<file path="config.mk">
export PLATFORM = sky130hd
export DESIGN_NAME = rxdesc_ring_writer
export DESIGN_NICKNAME = d
export VERILOG_FILES = /design/src/rtl/rxdw_pkg.sv /design/src/rtl/rxdw_ring_index.sv /design/src/rtl/rxdw_addr_gen.sv /design/src/rtl/rxdw_ctrl.sv /design/src/rtl/rxdesc_ring_writer.sv
export SDC_FILE = /design/constraint.sdc
export NUM_CORES = 1
export LEC_CHECK = 0
export BUFFER_PORTS_ARGS = -buffer_cell sky130_fd_sc_hd__buf_2
export CORE_UTILIZATION = 60
export CTS_CLUSTER_DIAMETER = 60
export CTS_CLUSTER_SIZE = 12
export DETAILED_ROUTE_END_ITERATION = 6
export PLACE_DENSITY_LB_ADDON = 0.2
export SLEW_MARGIN = 25
export SYNTH_ARGS = -nofsm -noshare
export SYNTH_HDL_FRONTEND = slang
export SYNTH_SLANG_ARGS = --single-unit
</file>
<file path="constraint.sdc">
create_clock -name clk -period 11.37 [get_ports clk]
set_input_delay 3.411 -clock clk [delete_from_list [all_inputs] [get_ports clk]]
set_output_delay 3.411 -clock clk [all_outputs]
set_load 0.01 [all_outputs]
</file>
<file path="src/rtl/rxdw_pkg.sv">
package rxdw_pkg;

    // Buffer addresses are 24 bits: 16 low bits in word 0, 8 high bits in word 1.
    localparam int ADDR_W = 24;
    // Buffer and message lengths are 12-bit quantities.
    localparam int LEN_W  = 12;

    // Flag byte bit positions (the host decodes them).
    localparam int F_OWN  = 7;
    localparam int F_ERR  = 6;
    localparam int F_FRAM = 5;
    localparam int F_OFLO = 4;
    localparam int F_CRC  = 3;
    localparam int F_BUFF = 2;
    localparam int F_STP  = 1;
    localparam int F_ENP  = 0;

    // Word offsets inside a descriptor.
    localparam logic [1:0] W_BASE = 2'd0;
    localparam logic [1:0] W_FLAG = 2'd1;
    localparam logic [1:0] W_BLEN = 2'd2;
    localparam logic [1:0] W_MLEN = 2'd3;

    typedef enum logic [3:0] {
        S_IDLE,
        S_RD_FLAG,
        S_RD_BASE,
        S_RD_LEN,
        S_CHECK,
        S_FILL,
        S_WB_LEN,
        S_WB_FLAG,
        S_DROP
    } rxdw_state_e;

endpackage

</file>
<file path="src/rtl/rxdw_ring_index.sv">
module rxdw_ring_index #(
    parameter int IDX_W = 7,
    parameter int LOG_W = 3
) (
    input  logic             clk,
    input  logic             rst_n,
    input  logic [LOG_W-1:0] ring_log2,
    input  logic             advance,
    output logic [IDX_W-1:0] idx
);

    logic [IDX_W-1:0] mask;

    // The ring size is a power of two, so the wrap is a mask of size minus one.
    assign mask = ~({IDX_W{1'b1}} << ring_log2);

    always_ff @(posedge clk) begin
        if (!rst_n) begin
            idx <= '0;
        end else if (advance) begin
            idx <= (idx + 1'b1) & mask;
        end
    end

    // the index never leaves the configured ring
    a_r8_idx_in_ring: assert property (@(posedge clk) disable iff (!rst_n)
        (idx & ~mask) == '0);

endmodule

</file>
<file path="src/rtl/rxdw_addr_gen.sv">
module rxdw_addr_gen
    import rxdw_pkg::*;
#(
    parameter int IDX_W = 7
) (
    input  logic [ADDR_W-1:0] ring_base,
    input  logic [IDX_W-1:0]  desc_idx,
    input  logic [1:0]        desc_word,
    input  logic              data_sel,
    input  logic [ADDR_W-1:0] data_addr,
    output logic [ADDR_W-2:0] word_addr,
    output logic [1:0]        byte_en
);

    localparam int PAD = ADDR_W - 1 - IDX_W - 2;

    logic [ADDR_W-2:0] desc_off;

    // A descriptor is four words long, so its word offset is idx*4 + word.
    assign desc_off = {{PAD{1'b0}}, desc_idx, desc_word};

    always_comb begin
        if (data_sel) begin
            word_addr = data_addr[ADDR_W-1:1];
            byte_en   = data_addr[0] ? 2'b10 : 2'b01;
        end else begin
            word_addr = ring_base[ADDR_W-1:1] + desc_off;
            byte_en   = 2'b11;
        end
    end

endmodule

</file>
<file path="src/rtl/rxdw_ctrl.sv">
module rxdw_ctrl
    import rxdw_pkg::*;
#(
    parameter int IDX_W = 7
) (
    input  logic              clk,
    input  logic              rst_n,
    input  logic              rx_valid,
    input  logic [7:0]        rx_data,
    input  logic              rx_last,
    input  logic              rx_err_frame,
    input  logic              rx_err_ovf,
    input  logic              rx_err_crc,
    output logic              rx_ready,
    input  logic [IDX_W-1:0]  idx,
    output logic              idx_adv,
    output logic [IDX_W-1:0]  desc_idx,
    output logic [1:0]        desc_word,
    output logic              data_sel,
    output logic [ADDR_W-1:0] data_addr,
    output logic              mem_req,
    output logic              mem_we,
    output logic [15:0]       mem_wdata,
    input  logic [15:0]       mem_rdata,
    output logic              rx_int,
    output logic              rx_miss
);

    localparam logic [LEN_W:0] FULL_CAP = 1 << LEN_W;

    rxdw_state_e      state, state_nx, after_q;
    logic             chain_q;
    logic             own_q;
    logic [ADDR_W-1:0] base_q;
    logic [LEN_W:0]   cap_q;
    logic [LEN_W:0]   used_q;
    logic [LEN_W-1:0] total_q;
    logic             first_q;
    logic [IDX_W-1:0] wb_idx_q;
    logic [7:0]       wb_hi_q;
    logic [7:0]       wb_flags_q;
    logic             wb_end_q;

    logic room, accept, need_chain, any_err;

    assign room       = (used_q < cap_q);
    assign accept     = (state == S_FILL) && rx_valid && room;
    assign need_chain = (state == S_FILL) && rx_valid && !room;
    assign any_err    = rx_err_frame | rx_err_ovf | rx_err_crc;
    assign data_addr  = base_q + {{(ADDR_W-LEN_W-1){1'b0}}, used_q};

    // State register
    always_ff @(posedge clk) begin
        if (!rst_n) state <= S_IDLE;
        else        state <= state_nx;
    end

    // Next-state logic
    always_comb begin
        state_nx = state;
        unique case (state)
            S_IDLE:    if (rx_valid) state_nx = S_RD_FLAG;
            S_RD_FLAG: state_nx = S_RD_BASE;
            S_RD_BASE: state_nx = S_RD_LEN;
            S_RD_LEN:  state_nx = S_CHECK;
            S_CHECK: begin
                if (!chain_q) state_nx = own_q ? S_FILL : S_DROP;
                else          state_nx = own_q ? S_WB_FLAG : S_WB_LEN;
            end
            S_FILL: begin
                if (accept && rx_last) state_nx = S_WB_LEN;
                else if (need_chain)   state_nx = S_RD_FLAG;
            end
            S_WB_LEN:  state_nx = S_WB_FLAG;
            S_WB_FLAG: state_nx = after_q;
            S_DROP:    if (rx_valid && rx_last) state_nx = S_IDLE;
            default:   state_nx = S_IDLE;
        endcase
    end

    // Datapath registers
    always_ff @(posedge clk) begin
        if (!rst_n) begin
            after_q    <= S_IDLE;
            chain_q    <= 1'b0;
            own_q      <= 1'b0;
            base_q     <= '0;
            cap_q      <= '0;
            used_q     <= '0;
            total_q    <= '0;
            first_q    <= 1'b0;
            wb_idx_q   <= '0;
            wb_hi_q    <= '0;
            wb_flags_q <= '0;
            wb_end_q   <= 1'b0;
        end else begin
            unique case (state)
                S_IDLE: if (rx_valid) chain_q <= 1'b0;
                S_RD_BASE: begin
                    own_q         <= mem_rdata[8+F_OWN];
                    base_q[23:16] <= mem_rdata[7:0];
                end
                S_RD_LEN: base_q[15:0] <= mem_rdata;
                S_CHECK: begin
                    cap_q  <= FULL_CAP - {1'b0, mem_rdata[LEN_W-1:0]};
                    used_q <= '0;
                    if (!chain_q) begin
                        first_q <= 1'b1;
                        total_q <= '0;
                    end else if (own_q) begin
                        wb_flags_q        <= '0;
                        wb_flags_q[F_STP] <= first_q;
                        wb_end_q          <= 1'b0;
                        after_q           <= S_FILL;
                        first_q           <= 1'b0;
                    end else begin
                        wb_flags_q        <= '0;
                        wb_flags_q[F_STP] <= first_q;
                        wb_flags_q[F_ENP] <= 1'b1;
                        wb_flags_q[F_BUFF] <= 1'b1;
                        wb_flags_q[F_ERR] <= 1'b1;
                        wb_end_q          <= 1'b1;
                        after_q           <= S_DROP;
                    end
                end
                S_FILL: begin
                    if (accept) begin
                        used_q  <= used_q + 1'b1;
                        total_q <= total_q + 1'b1;
                        if (rx_last) begin
                            wb_idx_q           <= idx;
                            wb_hi_q            <= base_q[23:16];
                            wb_flags_q         <= '0;
                            wb_flags_q[F_STP]  <= first_q;
                            wb_flags_q[F_ENP]  <= 1'b1;
                            wb_flags_q[F_FRAM] <= rx_err_frame;
                            wb_flags_q[F_OFLO] <= rx_err_ovf;
                            wb_flags_q[F_CRC]  <= rx_err_crc;
                            wb_flags_q[F_ERR]  <= any_err;
                            wb_end_q           <= 1'b1;
                            after_q            <= S_IDLE;
                        end
                    end else if (need_chain) begin
                        wb_idx_q <= idx;
                        wb_hi_q  <= base_q[23:16];
                        chain_q  <= 1'b1;
                    end
                end
                default: ;
            endcase
        end
    end

    // Outputs
    always_comb begin
        rx_ready  = 1'b0;
        idx_adv   = 1'b0;
        desc_idx  = idx;
        desc_word = W_FLAG;
        data_sel  = 1'b0;
        mem_req   = 1'b0;
        mem_we    = 1'b0;
        mem_wdata = '0;
        rx_int    = 1'b0;
        rx_miss   = 1'b0;
        unique case (state)
            S_RD_FLAG: begin mem_req = 1'b1; desc_word = W_FLAG; end
            S_RD_BASE: begin mem_req = 1'b1; desc_word = W_BASE; end
            S_RD_LEN:  begin mem_req = 1'b1; desc_word = W_BLEN; end
            S_CHECK:   rx_miss = !chain_q && !own_q;
            S_FILL: begin
                rx_ready = room;
                if (accept) begin
                    mem_req   = 1'b1;
                    mem_we    = 1'b1;
                    data_sel  = 1'b1;
                    mem_wdata = {rx_data, rx_data};
                end
                idx_adv = (accept && rx_last) || need_chain;
            end
            S_WB_LEN: begin
                mem_req   = 1'b1;
                mem_we    = 1'b1;
                desc_idx  = wb_idx_q;
                desc_word = W_MLEN;
                mem_wdata = {{(16-LEN_W){1'b0}}, total_q};
            end
            S_WB_FLAG: begin
                mem_req   = 1'b1;
                mem_we    = 1'b1;
                desc_idx  = wb_idx_q;
                desc_word = W_FLAG;
                mem_wdata = {wb_flags_q, wb_hi_q};
                rx_int    = wb_end_q;
            end
            S_DROP:  rx_ready = 1'b1;
            default: ;
        endcase
    end

    // an end descriptor's length is written in the cycle before its flags
    a_r9_len_before_flag: assert property (@(posedge clk) disable iff (!rst_n)
        (state == S_WB_FLAG && wb_end_q) |-> $past(state) == S_WB_LEN);

    // a flag word written back never keeps device ownership
    a_r2_flag_handback: assert property (@(posedge clk) disable iff (!rst_n)
        (mem_we && !data_sel && desc_word == W_FLAG) |-> !mem_wdata[15]);

    // buffer writes stay below the usable size
    a_r3_in_bounds: assert property (@(posedge clk) disable iff (!rst_n)
        (mem_we && data_sel) |-> used_q < cap_q);

    // a miss is followed by no memory write
    a_r10_miss_no_write: assert property (@(posedge clk) disable iff (!rst_n)
        rx_miss |=> !mem_we);

    // the completion pulse lasts a single cycle
    a_r11_int_single: assert property (@(posedge clk) disable iff (!rst_n)
        rx_int |=> !rx_int);

    // completion and miss never coincide
    a_r11_int_miss_excl: assert property (@(posedge clk) disable iff (!rst_n)
        $onehot0({rx_int, rx_miss}));

endmodule

</file>
<file path="src/rtl/rxdesc_ring_writer.sv">
module rxdesc_ring_writer
    import rxdw_pkg::*;
#(
    parameter int MAX_LOG2 = 7,
    localparam int IDX_W   = MAX_LOG2,
    localparam int LOG_W   = $clog2(MAX_LOG2 + 1)
) (
    input  logic              clk,
    input  logic              rst_n,
    input  logic [ADDR_W-1:0] cfg_ring_base,
    input  logic [LOG_W-1:0]  cfg_ring_log2,
    input  logic              rx_valid,
    input  logic [7:0]        rx_data,
    input  logic              rx_last,
    input  logic              rx_err_frame,
    input  logic              rx_err_ovf,
    input  logic              rx_err_crc,
    output logic              rx_ready,
    output logic              mem_req,
    output logic              mem_we,
    output logic [ADDR_W-2:0] mem_addr,
    output logic [1:0]        mem_be,
    output logic [15:0]       mem_wdata,
    input  logic [15:0]       mem_rdata,
    output logic              rx_int,
    output logic              rx_miss
);

    logic [IDX_W-1:0]  idx, desc_idx;
    logic              idx_adv, data_sel;
    logic [1:0]        desc_word;
    logic [ADDR_W-1:0] data_addr;

    rxdw_ring_index #(.IDX_W(IDX_W), .LOG_W(LOG_W)) u_index (
        .clk       (clk),
        .rst_n     (rst_n),
        .ring_log2 (cfg_ring_log2),
        .advance   (idx_adv),
        .idx       (idx)
    );

    rxdw_ctrl #(.IDX_W(IDX_W)) u_ctrl (
        .clk          (clk),
        .rst_n        (rst_n),
        .rx_valid     (rx_valid),
        .rx_data      (rx_data),
        .rx_last      (rx_last),
        .rx_err_frame (rx_err_frame),
        .rx_err_ovf   (rx_err_ovf),
        .rx_err_crc   (rx_err_crc),
        .rx_ready     (rx_ready),
        .idx          (idx),
        .idx_adv      (idx_adv),
        .desc_idx     (desc_idx),
        .desc_word    (desc_word),
        .data_sel     (data_sel),
        .data_addr    (data_addr),
        .mem_req      (mem_req),
        .mem_we       (mem_we),
        .mem_wdata    (mem_wdata),
        .mem_rdata    (mem_rdata),
        .rx_int       (rx_int),
        .rx_miss      (rx_miss)
    );

    rxdw_addr_gen #(.IDX_W(IDX_W)) u_addr (
        .ring_base (cfg_ring_base),
        .desc_idx  (desc_idx),
        .desc_word (desc_word),
        .data_sel  (data_sel),
        .data_addr (data_addr),
        .word_addr (mem_addr),
        .byte_en   (mem_be)
    );

endmodule

</file>
==> results.ini <==
[outcome]
status=finished, final reports clean

[sta]
min_period_ns=9.072
fmax_mhz=110.2
whs_ns=0.4568
fin_worst_skew_ns=0.01033
tns_ns=0
worst_slew_pin_slew_ns=0.9729
period_share=0.7979
hold_viol=0
grt_setup_unrepaired=false
relSlewSlack=0.3499
setup_viol=0
drv_slew=0

[worst_hold_path]
min_to=u_ctrl.cap_q[2]
worst_hold_path_type=reg -> reg
hold_depth=2
worstHoldStart=u_ctrl.cap_q[2]

[clock_tree]
cts_buffers=9
cts_resized=0
cts.sinks=100
holdBufCountCts=0
clkTransAtPathRegs_ns=0.09
cts-root-buf=clkbuf_8
cts_max_level=3
cts_tree=done
cts_buffer_depth=2
postCtsSetupBuffers=0
clock_latency_ns=0.38

[yosys]
synth.cell_area_um2=6651
synthMuxAreaShare=0.03311
synth_fp_nets=1001
synth_area_per_cell_um2=7.366
synth_compound_area_frac=0.1832
synth.distinct_cells=65
synth-adder-area-share=0.07750
yosysSeqAreaShare=0.3010
synth_cells=903
synth-simple-area-share=0.2733
ys_async_sr_fraction=0
synth_seq_cells=100
synth_top_family_by_area=simple AND/OR/NAND/NOR gates
yosysWarnings=0
synth_edf_count=0
ys.flop_type=dfxtp_1
synth_xor_xnor_area_share=0.08559

[grt]
grt.total_usage=0.3052
antenna_found_initial=0
grt_pass1_wl_um=27670
grt_overflow=0
grt_max_degree=57
first_global_vias=5667

[critical_path]
r2r_start=u_ctrl.used_q[8]
crit_required_ns=7.96
cp_max_fo=3
worstPathCellList=buf_2 -> ha_1 -> inv_1 -> fa_1 -> nor2b_1 -> o31a_1 -> nor2_1 -> o31ai_1 -> nand4_1 -> xor2_1 -> o21ai_0 -> buf_2
critPathArrivalTime_ns=5.66
critPathMostFrequentCell=buf_2
rr_worst_depth=8
crit_type=in -> out
cp_slowest_cell=o31ai_1
max_stage_delay_ns=0.47
r2r_setup_slack_ns=7.95
r2r-end=u_ctrl.wb_flags_q[2]
critPathLaunchType=input pin
critical_path.endpoint_type=output pin

[power_and_ir_drop]
power_density_nw_per_um2=100.1
p_leak_uw=0.002858
ir_drop_uv=70.40

[routing]
via_per_inst=5.852
dr.pass1.iters=5
drt-met1-wl_um=8171
drtAntennaViolNets=0
routed.top_layer=met4
drtIter0Drc=531
vias=6584
drc=0
wl_met3_um=1060
routedWlPerCell_um=15.32
wl_met2_um=7618
wl_um=17240

[die]
die_x_um=107.3
ios=104
core_um2=10840
start_util=0.6136
dieArea_um2=11510
die_y_um=107.3
rows=38

[place]
hpwl_um=12710
placed_area_um2=7193
routabilityCongestion=0.9518
portBuffers=102

[layout]
final_common_cell=nand2_1
antenna_cells=0
final_area_um2=7426
areaGrowthSynthToFinish_pct=11.64
final_cell_mix=nand2_1 (188), a21oi_1 (104), buf_2 (102)
nFillCells=982
regArea_um2=2002
num-nets-final=1078
drive_above_1_share=0.1421
multi_input_area_um2=4352

[run]
maxCapViolCount=0

==> sequential cells by signal (all words and copies together), names as in the netlist <==
| register | cells |
|---|---|
| u_ctrl.used_q | 13 |
| u_ctrl.state | 4 |
| u_ctrl.wb_idx_q | 7 |
| u_ctrl.first_q | 1 |
| u_ctrl.cap_q | 13 |
| u_ctrl.wb_flags_q | 7 |
| u_ctrl.wb_end_q | 1 |
| u_index.idx | 7 |
| u_ctrl.wb_hi_q | 8 |
| u_ctrl.total_q | 12 |
| u_ctrl.base_q | 24 |
| u_ctrl.own_q | 1 |
| u_ctrl.after_q | 1 |
| u_ctrl.chain_q | 1 |
==> per-layer routing <==
layer | vias to the layer above | GRT usage
met4 | 0 | 0.1076
met3 | 32 | 0.04600
met1 | 3041 | 0.4253
met5 | - | 0
li1 | 3290 | -
met2 | 221 | 0.4788
==> synthesized netlist by cell type, types with 3 or more instances <==
library cell / n / area (um^2)
a21oi_1: 104 / 520.5
nand2_1: 188 / 705.7
and2_1: 4 / 25.02
clkbuf_1: 22 / 82.58
a31oi_1: 4 / 25.02
dfxtp_1: 100 / 2002
ha_1: 38 / 475.5
o211ai_1: 3 / 22.52
o22ai_1: 5 / 31.28
nor3_1: 20 / 100.1
o21ai_0: 51 / 255.2
mux2i_1: 22 / 220.2
buf_1: 4 / 15.01
nor2_1: 72 / 270.3
xnor2_1: 40 / 350.3
a21o_1: 3 / 22.52
nor2b_1: 5 / 31.28
or3_1: 7 / 43.79
o2111ai_1: 3 / 26.28
o21a_1: 10 / 75.07
o31ai_1: 3 / 22.52
buf_2: 8 / 40.04
or4_1: 6 / 45.04
nor4_1: 4 / 25.02
nand4_1: 16 / 100.1
xor2_1: 25 / 219.0
nor3b_1: 8 / 60.06
inv_1: 36 / 135.1
nand3_1: 33 / 165.2
and3_1: 13 / 81.33
==> report_power, final <==
part           leakage [uW]  internal (uW)  switching [uW]  total [uW]
clock              0.000116            136             130         267
sequential         0.000807            357            8.75         365
combinational       0.00194           41.6            69.7         111
total               0.00286            535             209         744
==> worst max-delay path, delay by kind of cell <==
kind,cells,cell delay [ns]
adders and majority gates,2,0.58
and+or+nand+nor,3,0.42
buffers and inverters,3,0.30
xor gates and xnor gates,1,0.16
AOI/OAI and AO/OA,3,0.78
==> final cells by class <==
cell class,instances,area share
Sequential cell,100,0.2696
Tap cell,140,0.02359
Multi-Input combinational cell,728,0.5860
Inverter,37,0.01870
Timing Repair Buffer,104,0.07077
Clock buffer,11,0.02039
Clock inverter,5,0.01095
==> worst max path at each step <==
| stage | from | end | slack [ns] | cells past startpoint |
|---|---|---|---|---|
| 2_1_floorplan | cfg_ring_base[1] | mem_addr[12] | 2.75 | 10 |
| 5_1_grt | cfg_ring_base[1] | mem_addr[12] | 2.06 | 12 |
| 4_1_cts | cfg_ring_base[1] | mem_addr[12] | 2.31 | 12 |
| 3_5_place_dp | cfg_ring_base[1] | mem_addr[12] | 2.33 | 12 |
| 3_3_place_gp | cfg_ring_base[1] | mem_addr[12] | 2.34 | 12 |
| 6_report | cfg_ring_base[1] | mem_addr[12] | 2.30 | 12 |
==> stage by stage <==
step	cells	setup slack (ns)	total power, uW	util
floorplan	903	2.752	442.2	-
finish	1125	2.298	743.6	0.6850
CTS	1125	2.310	744.7	0.6850
global route	1125	2.064	774.1	0.6850
detailed placement	1109	2.328	482.6	0.6636
global placement	1109	2.345	480.5	0.6633
==> cell families (layout without fill, tap and decap cells) <==
family | after synthesis | in the layout
AOI/OAI and AO/OA | 207 | 207
and+or+nand+nor | 394 | 394
DFF | 100 | 100
muxes | 22 | 22
buffers and inverters | 75 | 157
xor gates and xnor gates | 65 | 65
adders and majority gates | 40 | 40
Power figures use the tool's default switching activity.
